**src/rtl/rtu_pkg.sv**
```systemverilog
// Shared types and the CRC step for the RTU reply generator.
// Assumes reflected CRC-16 with preset 0xFFFF and polynomial 0xA001.
package rtu_pkg;

    typedef enum logic [3:0] {
        S_IDLE,
        S_GAP,
        S_HDR,
        S_FETCH,
        S_LATCH,
        S_DHI,
        S_DLO,
        S_CRCL,
        S_CRCH
    } rsp_state_t;

    localparam logic [15:0] CRC_PRESET = 16'hFFFF;
    localparam logic [15:0] CRC_POLY   = 16'hA001;

    // Fold one byte into a CRC value, least significant bit first.
    function automatic logic [15:0] crc16_step(input logic [15:0] c, input logic [7:0] b);
        logic [15:0] r;
        r = c ^ {8'h00, b};
        for (int i = 0; i < 8; i++) begin
            r = r[0] ? ((r >> 1) ^ CRC_POLY) : (r >> 1);
        end
        return r;
    endfunction

endpackage

```
**src/rtl/rtu_gap_timer.sv**
```systemverilog
// Quiet-line timer: counts the cycles spent in the gap state.
// Assumes clear is held high whenever the gap is not being timed.
// expired is high in the cycle in which GAP_CYCLES cycles have elapsed.
module rtu_gap_timer #(
    parameter int GAP_CYCLES = 16
) (
    input  logic clk,
    input  logic rst_n,
    input  logic clear,
    output logic expired
);
    localparam int CW = $clog2(GAP_CYCLES + 1);

    logic [CW-1:0] cnt;

    assign expired = (cnt == CW'(GAP_CYCLES - 1));

    // Count up while timing, saturating at the expiry value.
    always_ff @(posedge clk) begin
        if (!rst_n || clear) begin
            cnt <= '0;
        end else if (!expired) begin
            cnt <= cnt + 1'b1;
        end
    end

endmodule

```
**src/rtl/rtu_crc16.sv**
```systemverilog
// Running CRC-16 register for the outgoing frame.
// Assumes init is asserted before the first byte and upd only on a byte hand-off.
module rtu_crc16 (
    input  logic        clk,
    input  logic        rst_n,
    input  logic        init,
    input  logic        upd,
    input  logic [7:0]  byte_in,
    output logic [15:0] crc
);
    import rtu_pkg::*;

    // Preset on init, fold the handed-off byte on upd.
    always_ff @(posedge clk) begin
        if (!rst_n || init) begin
            crc <= CRC_PRESET;
        end else if (upd) begin
            crc <= crc16_step(crc, byte_in);
        end
    end

endmodule

```
**src/rtl/rtu_byte_sel.sv**
```systemverilog
// Output byte selector: picks the byte the current state offers.
// Assumes the header index runs 0..2 and the CRC holds its final value in the CRC states.
module rtu_byte_sel (
    input  rtu_pkg::rsp_state_t state,
    input  logic [1:0]          hdr_idx,
    input  logic [7:0]          slave,
    input  logic [7:0]          func,
    input  logic [7:0]          bcount,
    input  logic [15:0]         word_q,
    input  logic [15:0]         crc,
    output logic                valid_o,
    output logic [7:0]          byte_o
);
    import rtu_pkg::*;

    // Map the state to the offered byte and its valid flag.
    always_comb begin
        valid_o = 1'b1;
        byte_o  = 8'h00;
        case (state)
            S_HDR: begin
                case (hdr_idx)
                    2'd0:    byte_o = slave;
                    2'd1:    byte_o = func;
                    default: byte_o = bcount;
                endcase
            end
            S_DHI:   byte_o = word_q[15:8];
            S_DLO:   byte_o = word_q[7:0];
            S_CRCL:  byte_o = crc[7:0];
            S_CRCH:  byte_o = crc[15:8];
            default: valid_o = 1'b0;
        endcase
    end

endmodule

```
**src/rtl/rtu_resp_gen.sv**
```systemverilog
// RTU read-response frame generator (top).
// Takes one validated read request, waits GAP_CYCLES quiet cycles, then
// streams address, function, byte count, register data and CRC-16 to a
// valid/ready byte sink. Assumes req_count is 1..16 in integer mode and
// 1..8 in float mode, and that rf_rd_data is valid one cycle after rf_rd_en.
module rtu_resp_gen #(
    parameter int RF_AW      = 5,
    parameter int CNT_W      = 5,
    parameter int GAP_CYCLES = 16
) (
    input  logic             clk,
    input  logic             rst_n,
    input  logic             req_valid,
    input  logic [7:0]       req_slave,
    input  logic [7:0]       req_func,
    input  logic [RF_AW-1:0] req_start,
    input  logic [CNT_W-1:0] req_count,
    input  logic             req_float,
    output logic             busy,
    output logic             rf_rd_en,
    output logic [RF_AW:0]   rf_rd_addr,
    input  logic [15:0]      rf_rd_data,
    output logic             tx_valid,
    output logic [7:0]       tx_data,
    input  logic             tx_ready
);
    import rtu_pkg::*;

    localparam int WD_W = CNT_W + 1;

    rsp_state_t       state;
    logic [1:0]       hdr_idx;
    logic [WD_W-1:0]  word_idx;
    logic [15:0]      word_q;
    logic [7:0]       lat_slave;
    logic [7:0]       lat_func;
    logic [RF_AW-1:0] lat_start;
    logic [CNT_W-1:0] lat_count;
    logic             lat_float;

    logic [WD_W-1:0]  words;
    logic [7:0]       bcount;
    logic             last_word;
    logic             fire;
    logic             gap_expired;
    logic [15:0]      crc;
    logic             crc_upd;

    assign words     = lat_float ? {lat_count, 1'b0} : {1'b0, lat_count};
    assign bcount    = 8'({words, 1'b0});
    assign last_word = (word_idx == words - 1'b1);
    assign fire      = tx_valid && tx_ready;
    assign busy      = (state != S_IDLE);
    assign rf_rd_en  = (state == S_FETCH);
    assign rf_rd_addr = {lat_float, lat_start + RF_AW'(word_idx)};
    assign crc_upd   = fire && (state == S_HDR || state == S_DHI || state == S_DLO);

    rtu_gap_timer #(.GAP_CYCLES(GAP_CYCLES)) u_gap (
        .clk     (clk),
        .rst_n   (rst_n),
        .clear   (state != S_GAP),
        .expired (gap_expired)
    );

    rtu_crc16 u_crc (
        .clk     (clk),
        .rst_n   (rst_n),
        .init    (state == S_GAP),
        .upd     (crc_upd),
        .byte_in (tx_data),
        .crc     (crc)
    );

    rtu_byte_sel u_sel (
        .state   (state),
        .hdr_idx (hdr_idx),
        .slave   (lat_slave),
        .func    (lat_func),
        .bcount  (bcount),
        .word_q  (word_q),
        .crc     (crc),
        .valid_o (tx_valid),
        .byte_o  (tx_data)
    );

    // Capture the request only when idle; requests arriving while busy are dropped.
    always_ff @(posedge clk) begin
        if (!rst_n) begin
            lat_slave <= '0;
            lat_func  <= '0;
            lat_start <= '0;
            lat_count <= '0;
            lat_float <= 1'b0;
        end else if (state == S_IDLE && req_valid) begin
            lat_slave <= req_slave;
            lat_func  <= req_func;
            lat_start <= req_start;
            lat_count <= req_count;
            lat_float <= req_float;
        end
    end

    // Frame sequencer: gap, header, fetch/latch/send per word, CRC.
    always_ff @(posedge clk) begin
        if (!rst_n) begin
            state    <= S_IDLE;
            hdr_idx  <= '0;
            word_idx <= '0;
            word_q   <= '0;
        end else begin
            case (state)
                S_IDLE: if (req_valid) state <= S_GAP;
                S_GAP: begin
                    hdr_idx <= '0;
                    if (gap_expired) state <= S_HDR;
                end
                S_HDR: if (fire) begin
                    if (hdr_idx == 2'd2) begin
                        word_idx <= '0;
                        state    <= S_FETCH;
                    end else begin
                        hdr_idx <= hdr_idx + 1'b1;
                    end
                end
                S_FETCH: state <= S_LATCH;
                S_LATCH: begin
                    word_q <= rf_rd_data;
                    state  <= S_DHI;
                end
                S_DHI: if (fire) state <= S_DLO;
                S_DLO: if (fire) begin
                    if (last_word) begin
                        state <= S_CRCL;
                    end else begin
                        word_idx <= word_idx + 1'b1;
                        state    <= S_FETCH;
                    end
                end
                S_CRCL: if (fire) state <= S_CRCH;
                S_CRCH: if (fire) state <= S_IDLE;
                default: state <= S_IDLE;
            endcase
        end
    end

    // the first header byte is only reached once the quiet interval has expired.
    a_r2_gap_done: assert property (@(posedge clk) disable iff (!rst_n)
        (state == S_HDR && $past(state) == S_GAP) |-> $past(gap_expired));

    // a stalled byte is held unchanged.
    a_r8_hold: assert property (@(posedge clk) disable iff (!rst_n)
        (tx_valid && !tx_ready) |=> (tx_valid && $stable(tx_data)));

    // nothing is offered while idle.
    a_r10_quiet: assert property (@(posedge clk) disable iff (!rst_n)
        !busy |-> !tx_valid);

    // a request seen while busy leaves the latched request untouched.
    a_r9_drop: assert property (@(posedge clk) disable iff (!rst_n)
        (busy && req_valid) |=> ($stable(lat_slave) && $stable(lat_count) && $stable(lat_float)));

    // each register read is a single-cycle strobe followed by a latch cycle.
    a_r5_one_read: assert property (@(posedge clk) disable iff (!rst_n)
        rf_rd_en |=> !rf_rd_en);

    // the CRC register is frozen while its own bytes are sent.
    a_r7_crc_frozen: assert property (@(posedge clk) disable iff (!rst_n)
        (state == S_CRCL || state == S_CRCH) |=> $stable(crc));

endmodule

```
**config.mk**
```make
export PLATFORM = sky130hd
export DESIGN_NAME = rtu_resp_gen
export DESIGN_NICKNAME = d
export VERILOG_FILES = /design/src/rtl/rtu_pkg.sv /design/src/rtl/rtu_gap_timer.sv /design/src/rtl/rtu_crc16.sv /design/src/rtl/rtu_byte_sel.sv /design/src/rtl/rtu_resp_gen.sv
export SDC_FILE = /design/constraint.sdc
export NUM_CORES = 1
export LEC_CHECK = 0
export ABC_AREA = 1
export ABC_CLOCK_PERIOD_IN_PS = 2650
export BUFFER_PORTS_ARGS = -buffer_cell sky130_fd_sc_hd__buf_2
export CAP_MARGIN = 20
export CORE_MARGIN = 1.5
export CORE_UTILIZATION = 45
export CTS_BUF_LIST = sky130_fd_sc_hd__clkbuf_8
export CTS_CLUSTER_SIZE = 10
export DETAILED_ROUTE_END_ITERATION = 8
export PLACE_DENSITY = 0.64
export RECOVER_POWER = 25
export SETUP_SLACK_MARGIN = 0.5
export SLEW_MARGIN = 10
export SYNTH_ARGS = -nofsm -noshare
export SYNTH_HDL_FRONTEND = slang
export SYNTH_HIERARCHICAL = 1
export SYNTH_SLANG_ARGS = --single-unit
```
**constraint.sdc**
```tcl
create_clock -name clk -period 2.65 [get_ports clk]
set_input_delay 0.3975 -clock clk [delete_from_list [all_inputs] [get_ports clk]]
set_output_delay 0.3975 -clock clk [all_outputs]
set_load 0.01 [all_outputs]
```
==> results.yml <==
power_and_ir_drop:
  sw_frac_of_total: 0.435
  clkPwrFrac: 0.180
  pwr-share-comb: 0.499
  ir_drop_uv: 358
  p_seq_frac: 0.321
  p_per_area_nw_per_um2: 844
  leakage_uw: 0.00257
  internal_power_uw: 2670
  switching_power_uw: 2060
  p_total_uw: 4730
clock_network:
  cts_buffers: 9
  cts_buffer_depth: 2
  clock_latency_ps: 370
  clock-sinks: 76
  clk_pin_slew_worst_paths_ps: 80
  root_buffer: "clkbuf_8"
  cts_tree: "done"
  h-tree-depth: 3
global_route:
  antenna_found_initial: 0
  gr-total-overflow: 0
  grt_max_degree: 55
  grt_usage: 0.225
  grt_pass1_vias: 4064
  grt_pass1_wl_mm: 18.7
yosys:
  syn_area_per_cell_sq_um: 6.64
  ys_ff_latch: 76
  synth-async-reset-ratio: 0
  seq_area_frac_synth: 0.335
  synth_cells: 684
  yosys_warnings: 6
  synth_cell_types: 37
  yosys_most_used_dff: "dfxtp_1"
  synth_edf_count: 0
  syn_area_sq_um: 4540
  synth_top_cells_by_area: "dfxtp_1 (33%), nand2_1 (13%), nand3_1 (8.3%)"
  synth_area_leader_cell: "dfxtp_1"
  yosysTopAreaCellShare: 0.335
final_layout:
  multiInputGateArea_sq_um: 2830
  final-seq-area_sq_um: 1540
  nFillCells: 967
  final_area_sq_um: 5600
  drive_gt1_frac: 0.268
  nNetsFinal: 826
  synthToLayoutAreaGrowth_pct: 23.3
  diodes: 0
sta:
  skew_ps: 7.71
  post-route-period-util: 0.892
  clock.fmax_ghz: 0.423
  tns_ps: 0
  slew_headroom: 0.424
  grt_setup_unrepaired: "yes"
  worst_slew_pin_slew_ps: 864
  period_minus_slack_ps: 2360
  finalSetupViolations: 0
  hold_violations: 0
  final_max_slew_viol_count: 0
die:
  fp.dieW_um: 103
  ios: 64
  row_count: 36
  core-area_sq_um: 9770
  die_h_um: 103
  fp.dieArea_sq_um: 10700
  initial_core_util: 0.465
placement:
  placed_area_sq_um: 4950
  portBuffers: 63
  place_congestion: 0.948
  dpl.hpwl_mm: 8.42
run_status:
  status: "completed"
route:
  drtIter0Drc: 203
  drt_pass1_iterations: 5
  num_vias: 4614
  via_per_inst: 5.10
  wl_per_cell_um: 13.3
  antenna_left: 0
  drc: 0
  wl_mm: 12.0
setup_path:
  critical_path.top_delay_family: "simple AND/OR/NAND/NOR gates"
  path_class: "flop to flop"
  end_kind: "flop"
  cp-start-kind: "flop"
  crit_path_top_delay_cell: "dfxtp_1"
  path_cells: "inv_6, nand2_4, nand2_4, nand2_1, nand3_1, nand2_2, nand2_4, xnor2_4, nand2_1, nand2_2, nand2_1, nand2_1, nand3_2, nand2_2, nand2_2, nand3_1, o211ai_1"
  crit_buf_inv: 1
  cp.required_ps: 2890
  cp_max_fo: 9
  slowest_delay_ps: 570
  cp.arrival_ps: 2600
job:
  timing.max_cap.violations: 0
worst_hold_path:
  holdCritPathClass: "input port to flop"
==> repair_timing <==
| action | in CTS | in global routing |
|---|---|---|
| pin swaps | 15 | 22 |
| setup buffers | 10 | 14 |
| endpoints found under the hold margin | 0 | 0 |
| setup endpoints to repair | 29 | 24 |
| hold buffers | 0 | 0 |
| resized for setup | 31 | 46 |
| cloned | 1 | 0 |
==> routing by layer <==
metal / vias to the layer above / global-route usage / wire, um
li1: 2381 / - / -
met1: 2082 / 0.296 / 5400
met2: 123 / 0.362 / 5680
met3: 28 / 0.0598 / 682
met4: 0 / 0.0686 / 265
met5: - / 0 / 0
==> final cells by class <==
cell class	instances	share of cell area
inverter	85	0.0580
multi-input combinational	503	0.506
timing repair buffer	93	0.0976
clock inverter	2	0.00156
clock buffer	13	0.0319
tap	133	0.0297
sequential	76	0.276
==> synthesized netlist by cell type, types with 2 or more instances <==
master and instances:
xnor2_1 7, o21ai_0 55, xor2_1 8, nor2_2 8
nand3_1 75, ha_1 10, nand2_2 9, clkinv_1 3
a31oi_1 2, inv_1 71, clkbuf_1 11, nand2_4 4
nand4_1 3, nand3_2 12, buf_2 4, inv_2 10
nand2_1 157, a21oi_1 59, nor3_1 2, o31ai_1 2
nor2_1 66, o211ai_1 3, buf_6 5, dfxtp_1 76
o21ai_1 6, nor2_4 5
==> tightest hold or removal path, delay by kind of cell <==
family / cells / cell delay [ps]
buffers and inverters: 1 / 70
AND/OR/NAND/NOR: 1 / 80
AO/OA/AOI/OAI: 1 / 70
==> through the flow <==
step                      setup WS, ps   util  hold WS [ps]  std cells
after floorplan                    518      -           424        685
after global placement             272  0.507           439        865
after detailed placement           172  0.507           441        865
after CTS                          491  0.544           276        891
after global routing              95.9  0.573           294        905
final                              287  0.573           283        905
==> cells by family (layout without fill, tap and decap cells) <==
logic type	count (synthesis)	count (layout)	share of synthesized area
XOR/XNOR	17	17	0.0361
other	1	2	0.000825
flip-flops	76	76	0.335
buffers and inverters	107	193	0.102
adder cells (fa/ha/maj)	11	11	0.0319
AND/OR/NAND/NOR	344	345	0.350
AO/OA/AOI/OAI	128	128	0.145
==> power by group through the flow <==
stage	sequential [uW]	combinational [uW]	clock [uW]
final	1520	2360	854
after global routing	1540	2610	923
after CTS	1510	2040	875
after detailed placement	1520	1930	0
after global placement	1520	1880	0
after floorplan	1470	1520	0
==> state kept, by name (all words and copies together) (netlist names) <==
register / cells
lat_count: 5
u_crc/crc: 16
u_gap/cnt: 5
hdr_idx: 2
word_idx: 6
word_q: 16
lat_slave: 8
state: 4
lat_func: 8
lat_float: 1
lat_start: 5
==> layout by cell type, fill, tap and decap left out, types with 3 or more instances in the layout <==
cell	count
nand2_1	131
nand3_1	75
inv_1	72
dfxtp_1	68
nor2_1	62
buf_2	61
a21oi_1	59
o21ai_0	56
nand2_2	30
buf_4	26
clkbuf_8	13
nor2_4	11
inv_2	10
nand3_2	10
ha_1	10
nand2_4	9
nor2_2	7
xor2_1	5
dfxtp_4	5
o21ai_1	4
xnor2_1	3
nand4_1	3
dfxtp_2	3
buf_6	3
xnor2_2	3
o211ai_1	3
==> path summary, 6_finish.rpt <==
check,startpoint,slack (ps),endpoint,cells after the start
max,lat_float,290,u_crc/crc[15],17
min,rf_rd_data[8],280,word_q[8],3
max reg2reg,lat_float,290,u_crc/crc[15],17
min reg2reg,lat_func[7],450,lat_func[7],2
No activity file was read; power rests on OpenSTA's default activity.
